$ cat src/rtl/wtenv_pkg.sv
package wtenv_pkg;

   localparam int RATE_W    = 6;
   localparam int RATE_N    = 1 << RATE_W;
   localparam int FIELD_W   = 4;
   localparam int ATT_INT_W = 9;

   typedef enum logic [2:0] {
      ST_ATK      = 3'd0,
      ST_DEC1     = 3'd1,
      ST_DEC2     = 3'd2,
      ST_REL      = 3'd3,
      ST_DEC2_END = 3'd4,
      ST_REL_END  = 3'd5
   } wtenv_stage_e;

   // Divisor for the falling (decay/release) direction.
   function automatic longint fall_divisor(input int r);
      if (r < 4)   return 64'd0;
      if (r >= 60) return 64'd240;
      return (longint'(15) << (21 - r / 4)) / longint'(4 + r % 4);
   endfunction

   // Divisor for the rising-level (attack) direction.
   function automatic longint rise_divisor(input int r);
      if (r < 4 || r == 63) return 64'd0;
      if (r >= 60)          return 64'd17;
      return (longint'(67) << (15 - r / 4)) / longint'(4 + r % 4);
   endfunction

   function automatic longint step_of(input longint span, input longint div);
      if (div == 0) return 64'd0;
      return span / div;
   endfunction

endpackage

$ cat src/rtl/wtenv_rate_scale.sv
module wtenv_rate_scale
   import wtenv_pkg::*;
(
   input  logic [FIELD_W-1:0] field,
   input  logic [3:0]         octave,
   input  logic [3:0]         corr,
   input  logic               fsel,
   output logic [RATE_W-1:0]  rate
);

   logic signed [7:0] oct_s;
   logic signed [7:0] corr_s;
   logic signed [7:0] fld_s;
   logic signed [7:0] raw;

   always_comb begin
      oct_s  = {{4{octave[3]}}, octave};
      corr_s = {4'b0000, corr};
      fld_s  = {4'b0000, field};
      raw    = ((oct_s + corr_s) <<< 1) + (fld_s <<< 2) + $signed({7'b0, fsel});
      if (field == '0)
         rate = '0;
      else if (field == '1)
         rate = 6'd63;
      else if (corr == 4'hF)
         rate = {field, 2'b00};
      else if (raw < 8'sd0)
         rate = '0;
      else if (raw > 8'sd63)
         rate = 6'd63;
      else
         rate = raw[RATE_W-1:0];
   end

endmodule

$ cat src/rtl/wtenv_inc_table.sv
module wtenv_inc_table
   import wtenv_pkg::*;
#(
   parameter int FRAC_W = 23,
   parameter bit RISING = 1'b0
) (
   input  logic [RATE_W-1:0]           rate,
   output logic [FRAC_W+ATT_INT_W-1:0] inc
);

   localparam int     ACC_W = FRAC_W + ATT_INT_W;
   localparam longint SPAN  = longint'(256) << FRAC_W;

   logic [ACC_W-1:0] tbl [RATE_N];

   for (genvar gi = 0; gi < RATE_N; gi++) begin : g_ent
      if (RISING) begin : g_rise
         localparam longint VAL = step_of(SPAN, rise_divisor(gi));
         assign tbl[gi] = ACC_W'(VAL);
      end else begin : g_fall
         localparam longint VAL = step_of(SPAN, fall_divisor(gi));
         assign tbl[gi] = ACC_W'(VAL);
      end
   end

   assign inc = tbl[rate];

endmodule

$ cat src/rtl/wtenv_gen.sv
module wtenv_gen
   import wtenv_pkg::*;
#(
   parameter int FRAC_W     = 23,
   parameter int KNEE_UNITS = 48,
   parameter int DAMP_RATE  = 56,
   parameter int RVB_RATE   = 5,
   parameter int LVL_SHIFT  = 3
) (
   input  logic                 clk,
   input  logic                 rst_n,
   input  logic                 tick,
   input  logic                 key_on,
   input  logic                 key_off,
   input  logic [FIELD_W-1:0]   atk_rate,
   input  logic [FIELD_W-1:0]   dec1_rate,
   input  logic [FIELD_W-1:0]   dec1_level,
   input  logic [FIELD_W-1:0]   dec2_rate,
   input  logic [FIELD_W-1:0]   rel_rate,
   input  logic [3:0]           rate_corr,
   input  logic [3:0]           octave,
   input  logic                 fnum_msb,
   input  logic                 damp,
   input  logic                 reverb,
   output logic [ATT_INT_W-1:0] atten,
   output logic                 active
);

   localparam int               ACC_W = FRAC_W + ATT_INT_W;
   localparam logic [ACC_W-1:0] FULL  = ACC_W'(longint'(256) << FRAC_W);
   localparam logic [ACC_W-1:0] KNEE  = ACC_W'(longint'(KNEE_UNITS) << FRAC_W);

   if (FRAC_W < 16 || FRAC_W > 23) begin : g_bad_frac
      $error("wtenv_gen: FRAC_W must lie in 16..23");
   end
   if (KNEE_UNITS < 1 || KNEE_UNITS > 255) begin : g_bad_knee
      $error("wtenv_gen: KNEE_UNITS must lie in 1..255");
   end
   if (DAMP_RATE < 0 || DAMP_RATE >= RATE_N || RVB_RATE < 0 || RVB_RATE >= RATE_N) begin : g_bad_rate
      $error("wtenv_gen: override rates must fit the rate range");
   end
   if (LVL_SHIFT + FIELD_W > ATT_INT_W - 1) begin : g_bad_lvl
      $error("wtenv_gen: decay level must stay below silence");
   end

   wtenv_stage_e     stage, stage_n;
   logic [ACC_W-1:0] att, att_n;
   logic             key_held, held_n;
   logic             rvb_latch, latch_n;

   logic [FIELD_W-1:0] dec_field;
   logic [RATE_W-1:0]  atk_eff;
   logic [RATE_W-1:0]  dec_scaled;
   logic [RATE_W-1:0]  dec_rate;
   logic [ACC_W-1:0]   atk_inc;
   logic [ACC_W-1:0]   dec_inc;
   logic [ACC_W-1:0]   inc_cur;
   logic [ACC_W-1:0]   lim1;
   logic [ACC_W:0]     sum;
   logic               decaying;
   logic               rvb_sel;
   wtenv_stage_e       after_atk;

   always_comb begin
      unique case (stage)
         ST_DEC1: dec_field = dec1_rate;
         ST_DEC2: dec_field = dec2_rate;
         default: dec_field = rel_rate;
      endcase
   end

   wtenv_rate_scale u_atk_scale (
      .field  (atk_rate),
      .octave (octave),
      .corr   (rate_corr),
      .fsel   (fnum_msb),
      .rate   (atk_eff)
   );

   wtenv_rate_scale u_dec_scale (
      .field  (dec_field),
      .octave (octave),
      .corr   (rate_corr),
      .fsel   (fnum_msb),
      .rate   (dec_scaled)
   );

   assign decaying = (stage == ST_DEC1) || (stage == ST_DEC2) || (stage == ST_REL);
   assign active   = decaying || (stage == ST_ATK);
   assign rvb_sel  = !damp && reverb && (rvb_latch || (att > KNEE));

   always_comb begin
      if (damp)
         dec_rate = RATE_W'(DAMP_RATE);
      else if (rvb_sel)
         dec_rate = RATE_W'(RVB_RATE);
      else
         dec_rate = dec_scaled;
   end

   wtenv_inc_table #(.FRAC_W(FRAC_W), .RISING(1'b1)) u_atk_tbl (
      .rate (atk_eff),
      .inc  (atk_inc)
   );

   wtenv_inc_table #(.FRAC_W(FRAC_W), .RISING(1'b0)) u_dec_tbl (
      .rate (dec_rate),
      .inc  (dec_inc)
   );

   assign inc_cur   = (stage == ST_ATK) ? atk_inc : dec_inc;
   assign lim1      = ACC_W'(dec1_level) << (LVL_SHIFT + FRAC_W);
   assign sum       = {1'b0, att} + {1'b0, inc_cur};
   assign after_atk = (dec1_level == '0) ? ST_DEC2 : ST_DEC1;

   always_comb begin
      stage_n = stage;
      att_n   = att;
      held_n  = key_held;
      latch_n = rvb_latch;
      if (key_on && !key_held) begin
         held_n  = 1'b1;
         latch_n = 1'b0;
         if (atk_eff == 6'd63) begin
            att_n   = '0;
            stage_n = after_atk;
         end else begin
            att_n   = FULL;
            stage_n = ST_ATK;
         end
      end else if (key_off) begin
         held_n = 1'b0;
         if (active) stage_n = ST_REL;
      end else if (tick) begin
         unique case (stage)
            ST_ATK: begin
               if (atk_eff == 6'd63) begin
                  att_n   = '0;
                  stage_n = after_atk;
               end else if (inc_cur != '0) begin
                  if (att <= inc_cur) begin
                     att_n   = '0;
                     stage_n = after_atk;
                  end else begin
                     att_n = att - inc_cur;
                  end
               end
            end
            ST_DEC1: begin
               if (rvb_sel) latch_n = 1'b1;
               if (dec1_level == '0) begin
                  stage_n = ST_DEC2;
               end else if (inc_cur != '0) begin
                  att_n = sum[ACC_W-1:0];
                  if (sum >= {1'b0, lim1}) stage_n = ST_DEC2;
               end
            end
            ST_DEC2, ST_REL: begin
               if (rvb_sel) latch_n = 1'b1;
               if (inc_cur != '0) begin
                  if (sum >= {1'b0, FULL}) begin
                     att_n   = FULL;
                     stage_n = (stage == ST_DEC2) ? ST_DEC2_END : ST_REL_END;
                  end else begin
                     att_n = sum[ACC_W-1:0];
                  end
               end
            end
            default: ;
         endcase
      end
   end

   always_ff @(posedge clk) begin
      if (!rst_n) begin
         stage     <= ST_REL_END;
         att       <= FULL;
         key_held  <= 1'b0;
         rvb_latch <= 1'b0;
      end else begin
         stage     <= stage_n;
         att       <= att_n;
         key_held  <= held_n;
         rvb_latch <= latch_n;
      end
   end

   assign atten = att[ACC_W-1:FRAC_W];

endmodule

$ cat config.mk
export PLATFORM = sky130hd
export DESIGN_NAME = wtenv_gen
export DESIGN_NICKNAME = d
export VERILOG_FILES = /design/src/rtl/wtenv_pkg.sv /design/src/rtl/wtenv_rate_scale.sv /design/src/rtl/wtenv_inc_table.sv /design/src/rtl/wtenv_gen.sv
export SDC_FILE = /design/constraint.sdc
export NUM_CORES = 1
export LEC_CHECK = 0
export BUFFER_PORTS_ARGS = -buffer_cell sky130_fd_sc_hd__buf_4
export CORE_MARGIN = 8
export CORE_UTILIZATION = 24
export CTS_BUF_LIST = sky130_fd_sc_hd__clkbuf_8
export DETAILED_ROUTE_END_ITERATION = 12
export GPL_ROUTABILITY_DRIVEN = 0
export PLACE_DENSITY = 0.37
export SYNTH_ARGS = -nofsm -noshare
export SYNTH_HDL_FRONTEND = slang
export SYNTH_SLANG_ARGS = --single-unit
$ cat constraint.sdc
create_clock -name clk -period 13.35 [get_ports clk]
set_input_delay 2.67 -clock clk [delete_from_list [all_inputs] [get_ports clk]]
set_output_delay 2.67 -clock clk [all_outputs]
set_load 0.01 [all_outputs]
==> metrics.txt <==
worst min-delay path startpoint key_held; DRC violations left 0; Die Ht roughly 220 microns; VDD IR max 0.00005990 V; antenna-violating nets left 0; Setup violations, final 0; async set or reset register ratio after synthesis 0%; FF-to-FF Start stage[0]; routed length per instance roughly 24 microns; Syn Std Cell Area 9857 sq um; Syn Nets ~1600; placed insts ~2000; Critical Path Fanout Max 6; n_diodes 0; Inserted Clock Buffers 5; Final nets between 1500 and 2000; status finished, final reports clean; IO Pins between 40 and 50; kind of critical path input pin to flip-flop; Setup Skew between 10 and 15 ps; M1 WL about 23 mm; largest cells by area after synthesis ha_1, dfxtp_1, a21oi_1; Main synth FF type dfxtp_1; clk_lat worst skew 320 ps; Port Buffers 45; Synth area leader ha_1; worst slew pin tran a little over 1000 ps; Hold/Removal Path Class flip-flop to flip-flop; DIE AREA 47810 sq um; Tcrit/Tclk final between 90% and 100%; DIE WIDTH between 200 and 250 microns; Top cell by count, worst path ha_1; Yosys top cell area share between 10% and 20%; DRT iter0 DRCs between 1500 and 2000; detailed placement HPWL roughly 37 mm; Clock Tree Root clkbuf_8; gr usage total between 10% and 20%; H-tree depth 2; CTS tree done; Pre-antenna DRT Iters 6; Setup crit end kind flip-flop; Initial Util between 20% and 30%; Mapped Avg Cell Area between 6 and 7 sq um; max_slew headroom between 30% and 40%; Achievable Freq 78.60 MHz; Slowest cell on crit path or4_1; via/cell ratio 5.951; Clock Pin Slew Worst Setup and Hold Paths about 100 ps; Fin. Hold Viols 0; fin. max-slew vios 0; sequential area share after synthesis under 10%; CORE AREA about 41000 sq um; Synth Warn # 0; global-route wire length before repair 72.10 mm; antenna violations before repair 0; Clock Sink Count 37; clk buf depth 2; FP Rows between 70 and 80; Power Density roughly 150 nW/um^2; Static Leak about 4.4 nW; vias in the first global route ~11000; CP arrival ~13000 ps; Met2 Routed Length 20.77 mm; Worst path max stage delay approximately 470 ps; grt total ovfl 0; proportion of layout cells with a drive suffix above 1 roughly an eighth; startpoint class of the critical path input pin; Worst Setup SP rate_corr[0]; Highest Signal Layer met4; Final Non-Filler Cells approximately 2000; cell count after synthesis ~1400; EDFF count, synth 0; # Max-Cap Violations 0; via count about 12000; Req. time, crit path around 14000 ps; Commonest cells post-synth nand2_1, a21oi_1, nor2_1, ha_1; met3 wire len roughly 2.9 mm; hold buffers post-CTS 0; Area growth syn-to-layout 12.00%; drt total wl roughly 47 mm; most common cell in the netlist nand2_1; fin crit period approximately 13000 ps; Setup TNS 0 ps; Yosys cell types a little over 100; synthesized flop and latch total 37; largest net degree at the start of global routing 29
==> timing repair <==
| item | in CTS | in global routing |
|---|---|---|
| endpoints found under the setup margin | 0 | 3 |
| gates resized for setup | 0 | 8 |
| buffers inserted | 0 | 1 |
==> area by class of cell <==
type	instances	area [sq um]
fillers	4533	29610
repair buffers	100	750.7
inverters	89	334.1
clock buffers	5	68.82
multi-input cells	1224	8433
clock inverters	3	46.29
well taps	532	665.6
flip-flops and latches	37	740.7
==> per-stage QoR <==
step                      instance area [sq um]  hold WS, ps  util, %  worst slack (ps)  total power [mW]
after floorplan                            9857        442.1        -              2036             1.004
after global placement                    10890        455.3    26.78             366.7             1.484
after detailed placement                  10890        470.3    26.78             155.7             1.452
after CTS                                 11000        484.8    27.07             437.3             1.572
after global routing                      11040        522.1    27.16            -21.96             1.720
final                                     11040        474.6    27.16             627.1             1.607
==> sequential cells by signal, summed over array words and instances, names as in the netlist <==
name       count
att           32
key_held       1
stage          3
rvb_latch      1
==> path summary, 6_finish.rpt <==
check                                end  slack, ps  depth (start not counted)
worst min register to register  key_held        470                          2
worst min-delay path            key_held        470                          2
worst max-delay path            stage[0]        630                         46
worst max register to register  stage[0]       2390                         42
==> metal layers <==
layer	vias to the layer above	track usage [%]
met5	-	0
met4	0	3.559
met3	68	2.240
met2	493	29.62
met1	5724	28.00
li1	5558	-
==> cell families (layout without fill, tap and decap cells) <==
family / Yosys count / in the layout / synth area share, %
fa+ha+maj: 97 / 97 / 12.69
flops: 37 / 37 / 7.515
buf+inv: 175 / 197 / 7.717
simple gates: 486 / 486 / 24.69
mux: 8 / 8 / 0.8124
compound gates: 595 / 595 / 43.20
xor+xnor: 38 / 38 / 3.376
==> placed cells by master (no fill, tap or decap), types with 13 or more instances in the layout <==
cell         n
o21a_1      16
dfxtp_1     37
nor3_1      41
o2111ai_1   13
and2_1      13
a221o_1     14
a21oi_1    119
o21ai_0     79
o21bai_1    18
nand4_1     32
o221ai_1    22
ha_1        92
nor4_1      21
o21ai_1     31
nand3_1     43
xnor2_1     23
nor2_1     113
inv_1       80
o22ai_1     20
xor2_1      14
o211ai_1    35
a21o_1      26
buf_4      100
nand2_1    127
a31oi_1     15
nand2b_1    16
a211oi_1    32
==> worst max-delay path: cells and delay by family <==
| kind | cells | cell delay, ps |
|---|---|---|
| and+or+nand+nor | 16 | 2790 |
| AOI/OAI and AO/OA | 15 | 3860 |
| buffers and inverters | 6 | 860 |
| adders and majority gates | 7 | 2210 |
| xor gates and xnor gates | 2 | 470 |
==> where the power goes <==
part	total (mW)	internal [mW]	switching [mW]
sequential	0.134	0.117	0.0166
combinational	1.36	0.462	0.900
clock	0.111	0.0562	0.0550
Power figures use the tool's default switching activity.
